`src/rtl/adc_seq_ctrl.sv`:
```
module adc_seq_ctrl #(
  parameter int NCH = 4,
  parameter int RW  = 10,
  localparam int CW = (NCH > 1) ? $clog2(NCH) : 1
) (
  input  logic          clk,
  input  logic          rst_n,
  input  logic          ctl_wr,
  input  logic          ctl_rd,
  input  logic [7:0]    ctl_wdata,
  output logic [7:0]    ctl_rdata,
  input  logic [CW-1:0] res_sel,
  output logic [RW-1:0] res_rdata,
  input  logic          dma_acc,
  input  logic          trig_n,
  input  logic          standby,
  output logic          conv_start,
  output logic [CW-1:0] conv_ch,
  input  logic          conv_done,
  input  logic [RW-1:0] conv_data,
  output logic          irq
);

  logic          done_f, ie, go, scan, armed, busy, start_q;
  logic [CW-1:0] chsel, cur, ch_q;
  logic [2:0]    tsync;
  logic [RW-1:0] res [NCH];

  wire trig_fall = tsync[2] & ~tsync[1];
  wire fin       = conv_done & busy & go;
  wire last      = ~scan | (ch_q >= chsel);
  wire clr_sw    = ctl_wr & ~ctl_wdata[7] & armed;

  always_ff @(posedge clk) begin
    if (!rst_n) begin
      done_f  <= 1'b0;
      ie      <= 1'b0;
      go      <= 1'b0;
      scan    <= 1'b0;
      armed   <= 1'b0;
      busy    <= 1'b0;
      start_q <= 1'b0;
      chsel   <= '0;
      cur     <= '0;
      ch_q    <= '0;
      tsync   <= 3'b111;
      for (int i = 0; i < NCH; i++) res[i] <= '0;
    end else begin
      tsync <= {tsync[1:0], trig_n};

      if (ctl_wr) begin
        ie    <= ctl_wdata[6];
        chsel <= ctl_wdata[CW-1:0];
        if (!go) scan <= ctl_wdata[4];
      end

      if (fin && !scan)      go <= 1'b0;
      if (ctl_wr)            go <= ctl_wdata[5];
      else if (trig_fall && !go) go <= 1'b1;
      if (standby)           go <= 1'b0;

      start_q <= 1'b0;
      if (conv_done) busy <= 1'b0;
      if (go && !busy && !start_q && !standby) begin
        start_q <= 1'b1;
        busy    <= 1'b1;
        ch_q    <= scan ? cur : chsel;
      end

      if (!go) cur <= '0;
      else if (fin && scan) cur <= last ? '0 : CW'(ch_q + 1'b1);

      if (fin) res[ch_q] <= conv_data;

      if (ctl_rd && done_f) armed <= 1'b1;
      if (ctl_wr || dma_acc) armed <= 1'b0;

      if (clr_sw || dma_acc) done_f <= 1'b0;
      if (fin && last)       done_f <= 1'b1;
    end
  end

  assign ctl_rdata  = {done_f, ie, go, scan, 4'(chsel)};
  assign res_rdata  = res[res_sel];
  assign conv_start = start_q;
  assign conv_ch    = ch_q;
  assign irq        = done_f & ie;

endmodule


```
`config.mk`:
```
export PLATFORM = sky130hd
export DESIGN_NAME = adc_seq_ctrl
export DESIGN_NICKNAME = d
export VERILOG_FILES = /design/src/rtl/adc_seq_ctrl.sv
export SDC_FILE = /design/constraint.sdc
export NUM_CORES = 1
export LEC_CHECK = 0
export BUFFER_PORTS_ARGS = -buffer_cell sky130_fd_sc_hd__buf_4
export CORE_MARGIN = 2
export CORE_UTILIZATION = 35
export CTS_CLUSTER_SIZE = 20
export DETAILED_ROUTE_END_ITERATION = 8
export PLACE_DENSITY_LB_ADDON = 0.1
export SYNTH_ARGS = -nofsm -noshare
export SYNTH_HDL_FRONTEND = slang
export SYNTH_SLANG_ARGS = --single-unit
```
`constraint.sdc`:
```
create_clock -name clk -period 2.1 [get_ports clk]
set_input_delay 0.42 -clock clk [delete_from_list [all_inputs] [get_ports clk]]
set_output_delay 0.42 -clock clk [all_outputs]
set_load 0.005 [all_outputs]
```
# Word-level counts from Yosys, hierarchy flattened
# Memories as Yosys holds them, arrays and structs flattened.
# Index checks and enable logic that the tools add are counted.
# W data, S select, Z words.
# totals
ff_bits,16
ram_bits,40
inputBits,28
out_inout_bits,22
wordCells,66
mem_count,1
# classes
add_sub_neg,1
magnitude_cmp,1
muxes,17
bitwise,12
reduce_logical,23
# mem_list
name,words,width,read_ports,rd_clocked_by_memory_dff,wr,line_no,text
res,4,10,1,0,4,27,logic [RW-1:0] res [NCH];
# ops
cell,count
$mux W1,13
$mux W10,1
$reduce_or A10 Y1,1
$logic_and A1 B1 Y1,8
$and A1 B1 Y1,6
$mux W2,3
$logic_not A1 Y1,5
$not A1 Y1,5
$reduce_and A2 Y1,2
$reduce_bool A2 Y1,2
$reduce_or A2 Y1,2
$reduce_bool A3 Y1,1
$add A2 B1 Y2 const B,1
$ge A2 B2 Y1,1
$logic_or A1 B1 Y1,2
$or A1 B1 Y1,1

# Logic depth before layout (Yosys ltp)
# logic_depth
depth_word,7
depth_mapped,6
mapped_depth_nobuf,5

# Least setup slack after synthesis
# No wires, ideal clock.
# synth_timing
path_kind,flip-flop to flip-flop
from,reg go
to,mem res[0][0] (enable)
setup_ns,0.394
arrival_time_ns,1.489
t_required_ns,1.706
slack_ns,0.218
stages_incl_launch_ff,4
n_path_buf,1
synth_period_minus_slack_ns,1.882
cell_sequence,dfxtp_1 -> buf_2 -> nand3_1 -> o31ai_1
# synth_rtl
item,line_no,text
start: declaration,24,"logic done_f, ie, go, scan, armed, busy, start_q;"
start signal: assignment,58,if (ctl_wr) go <= ctl_wdata[5];
end: declaration,27,

# Worst setup path in the final report
# layout_timing
from,in res_sel[0]
to,out res_rdata[5]
# layout_via
elab_chain_cells,1
# layout_rtl
item,line_no,text
start: declaration,12,"input logic [CW-1:0] res_sel,"
$mem_v2 Z4 W10,--,
end: declaration,13,"output logic [RW-1:0] res_rdata,"
# Every way passes these cells.

==> insert_results.sql <==
INSERT INTO impl_metrics (metric_group, metric, value, unit) VALUES
('place', 'gp_congestion', '0.6770', ''),
('pwr', 'pwr-share-seq', '0.574', ''),
('layout', 'filler_cell_count', '677', ''),
('route', 'wl_met1', '2420', 'um'),
('sta', 'rsz0062_at_grt', 'false', ''),
('die', 'die_width', '89.63', 'um'),
('cts', 'htree_num_levels', '2', ''),
('die', 'fp.dieH', '89.63', 'um'),
('setup_path', 'critical_path.most_common_cell', 'sky130_fd_sc_hd__buf_4', ''),
('synthesis', 'syn_inst', '186', ''),
('route', 'met2_wirelength', '2552', 'um'),
('cts', 'ctsLongestPathBuffers', '2', ''),
('setup_path', 'critical_path_cell_count', '3', ''),
('pwr', 'switching_share', '0.2179', ''),
('cts', 'resize_count_post_cts', '0', ''),
('setup_path', 'path_delay_family', 'multiplexers', ''),
('job', 'max-cap-violations', '0', ''),
('pwr', 'cellInternalPower', '0.001678', 'W'),
('layout', 'mostFrequentLayoutCells', 'sky130_fd_sc_hd__buf_4, sky130_fd_sc_hd__and2_1, sky130_fd_sc_hd__edfxtp_1', ''),
('layout', 'antenna_diode_count', '0', ''),
('die', 'core-area', '0.007176', 'mm^2'),
('route', 'drt-pass1-iter-count', '4', ''),
('setup_path', 'rr_worst_depth', '4', ''),
('die', 'start_util', '0.3576', ''),
('setup_path', 'cell_at_the_slowest_stage_of_the_critical_path', 'sky130_fd_sc_hd__mux4_2', ''),
('cts', 'clock_network_latency_to_the_later_pin_of_the_worst_skew_pair', '0.31', 'ns'),
('pwr', 'power_leakage', '1.249', 'nW'),
('synthesis', 'synth_seq_area_share', '0.5929', ''),
('cts', 'tritoncts_num_sinks', '56', ''),
('cts', 'cts_inserted_buffers', '5', ''),
('global_route', 'antenna_violations_before_repair', '0', ''),
('pwr', 'clock_share_of_power', '0.334', ''),
('status', 'run_status', 'finished, final reports clean', ''),
('cts', 'cts_tree', 'yes', ''),
('pwr', 'cellPowerDensity', '681.2', 'mW/mm^2'),
('sta', 'layout_min_cycle_time', '1.768', 'ns'),
('synthesis', 'syn_avg_cell_area', '13.80', 'um^2'),
('sta', 'hold_viol', '0', ''),
('cts', 'cts_setup_buffers', '0', ''),
('setup_path', 'worst-setup-path-type', 'input port to output pin', ''),
('global_route', 'groute.usage.overall', '0.1430', ''),
('global_route', 'largest_net_degree_at_the_start_of_global_routing', '23', ''),
('setup_path', 'critical_path_arrival', '1.35', 'ns'),
('global_route', 'wire_length_of_the_first_global_routing_pass', '8411', 'um'),
('die', 'dieArea', '0.008033', 'mm^2'),
('cts', 'ctsRootBufferMaster', 'sky130_fd_sc_hd__clkbuf_8', ''),
('die', 'boundaryPins', '50', ''),
('synthesis', 'synth.yosys.warnings', '0', ''),
('global_route', 'via_count_of_the_first_global_routing_pass', '1571', ''),
('setup_path', 'maximum_cell_stage_delay_along_the_critical_path', '0.55', 'ns'),
('place', 'dp.final_hpwl', '3669', 'um'),
('sta', 'finalMaxSlewViolations', '0', ''),
('route', 'detail_route.iter0.violations', '71', ''),
('setup_path', 'cp-end-kind', 'output pin', ''),
('min_path', 'hold_path_depth', '2', ''),
('synthesis', 'syn-cell-area', '0.002566', 'mm^2'),
('route', 'wl_met3', '191', 'um'),
('route', 'highest-signal-layer', 'met4', ''),
('setup_path', 'crit_path_cell_trace', 'buf_4, mux4_2, buf_4', ''),
('die', 'rows', '31', ''),
('min_path', 'type_of_the_most_critical_hold_path', 'input port to flop', ''),
('layout', 'multi_input_comb_area', '947.2', 'um^2'),
('pwr', 'total_switching_power', '0.0004676', 'W'),
('setup_path', 'crit_path_max_fanout', '10', ''),
('sta', 'timing.setup.tns', '0', 'ns'),
('layout', 'layout.cells.most_common', 'sky130_fd_sc_hd__buf_4', ''),
('pwr', 'worst_ir_drop_vdd', '0.0003493', 'V'),
('synthesis', 'synth.lib_cells_used.distinct', '40', ''),
('setup_path', 'path_buf_inv', '2', ''),
('setup_path', 'critical_path_required', '1.68', 'ns'),
('sta', 'setup_viol', '0', '');
==> flip-flops by register name, indices dropped and copies added, names as in the netlist <==
name and flops:
res 40, busy 1, chsel 2, tsync 3, cur 2, conv_start 1, conv_ch 2, ie 1
scan 1, armed 1, done_f 1, go 1
==> path summary, 6_finish.rpt <==
check	start	end	slack (ns)
max reg2reg	go$_SDFFE_PP0P_	res[2][7]$_SDFFCE_PN0P_	0.52
min	dma_acc	armed$_SDFFE_PP0P_	0.28
min reg2reg	tsync[0]$_SDFF_PN1_	tsync[1]$_SDFF_PN1_	0.42
max	res_sel[0]	res_rdata[5]	0.33
==> cells in the mapped netlist (all sizes together) <==
library cell,number,share of area
nor3,3,0.012
nor2,3,0.0054
o21ai,3,0.0058
a2111oi,1,0.0058
o2111ai,1,0.0034
conb,1,0.0015
a41o,1,0.0039
mux4,10,0.088
nand3b,1,0.0029
inv,3,0.0044
nor4b,3,0.016
and3,1,0.0024
dfxtp,16,0.12
o211ai,1,0.0029
buf,12,0.029
nand4b,1,0.0034
ha,2,0.0097
nand2b,7,0.017
mux2i,5,0.020
edfxtp,40,0.47
o21a,1,0.0029
o211a,2,0.0078
and2,42,0.10
nand2,6,0.0088
a221oi,1,0.0034
nand4,2,0.0097
clkbuf,4,0.0063
xnor2,1,0.0034
nand3,1,0.0019
nor2b,7,0.017
a22o,1,0.0034
a21oi,2,0.0039
o31ai,1,0.0029
==> metrics by stage <==
step                      utilization  cell area, um^2  total power (W)  setup slack [ns]
after floorplan                     -             2570         0.001351            0.2176
after global placement         0.4235             3039         0.001460            0.3127
after detailed placement       0.4235             3039         0.001461            0.3085
after CTS                      0.4391             3151         0.002173            0.3083
after global routing           0.4391             3151         0.002238            0.2722
final                          0.4391             3151         0.002146            0.3319
==> per-layer routing <==
metal	track usage	vias up
li1	-	764
met1	0.1950	743
met2	0.2293	32
met3	0.03291	5
met4	0.04071	0
met5	0	-
==> kinds of logic (layout without fill, tap and decap cells) <==
logic type | count (synthesis) | in the layout | share of synthesized area
buffers and inverters | 19 | 69 | 0.03949
adders and majority gates | 2 | 2 | 0.009750
AOI/OAI and AO/OA | 15 | 15 | 0.04632
xor gates and xnor gates | 1 | 1 | 0.003414
muxes | 15 | 15 | 0.1073
other | 1 | 2 | 0.001461
and+or+nand+nor | 77 | 77 | 0.1994
DFF | 56 | 56 | 0.5929
==> cell type report <==
type	count	area share
clock buffers	5	0.02184
clock inverters	3	0.01350
inverters	3	0.003574
multi-input cells	112	0.3006
flip-flops and latches	56	0.4829
well taps	99	0.03932
repair buffers	58	0.1382
==> power groups by stage <==
stage / clock network [W] / registers [W] / logic (W)
6_report: 0.000717 / 0.00123 / 0.000197
5_1_grt: 0.000782 / 0.00124 / 0.000219
4_1_cts: 0.000737 / 0.00123 / 0.000203
3_5_place_dp: 0 / 0.00126 / 0.000203
3_3_place_gp: 0 / 0.00126 / 0.000202
2_1_floorplan: 0 / 0.00125 / 0.000102
Note: power is estimated with default switching activity, not from simulation.
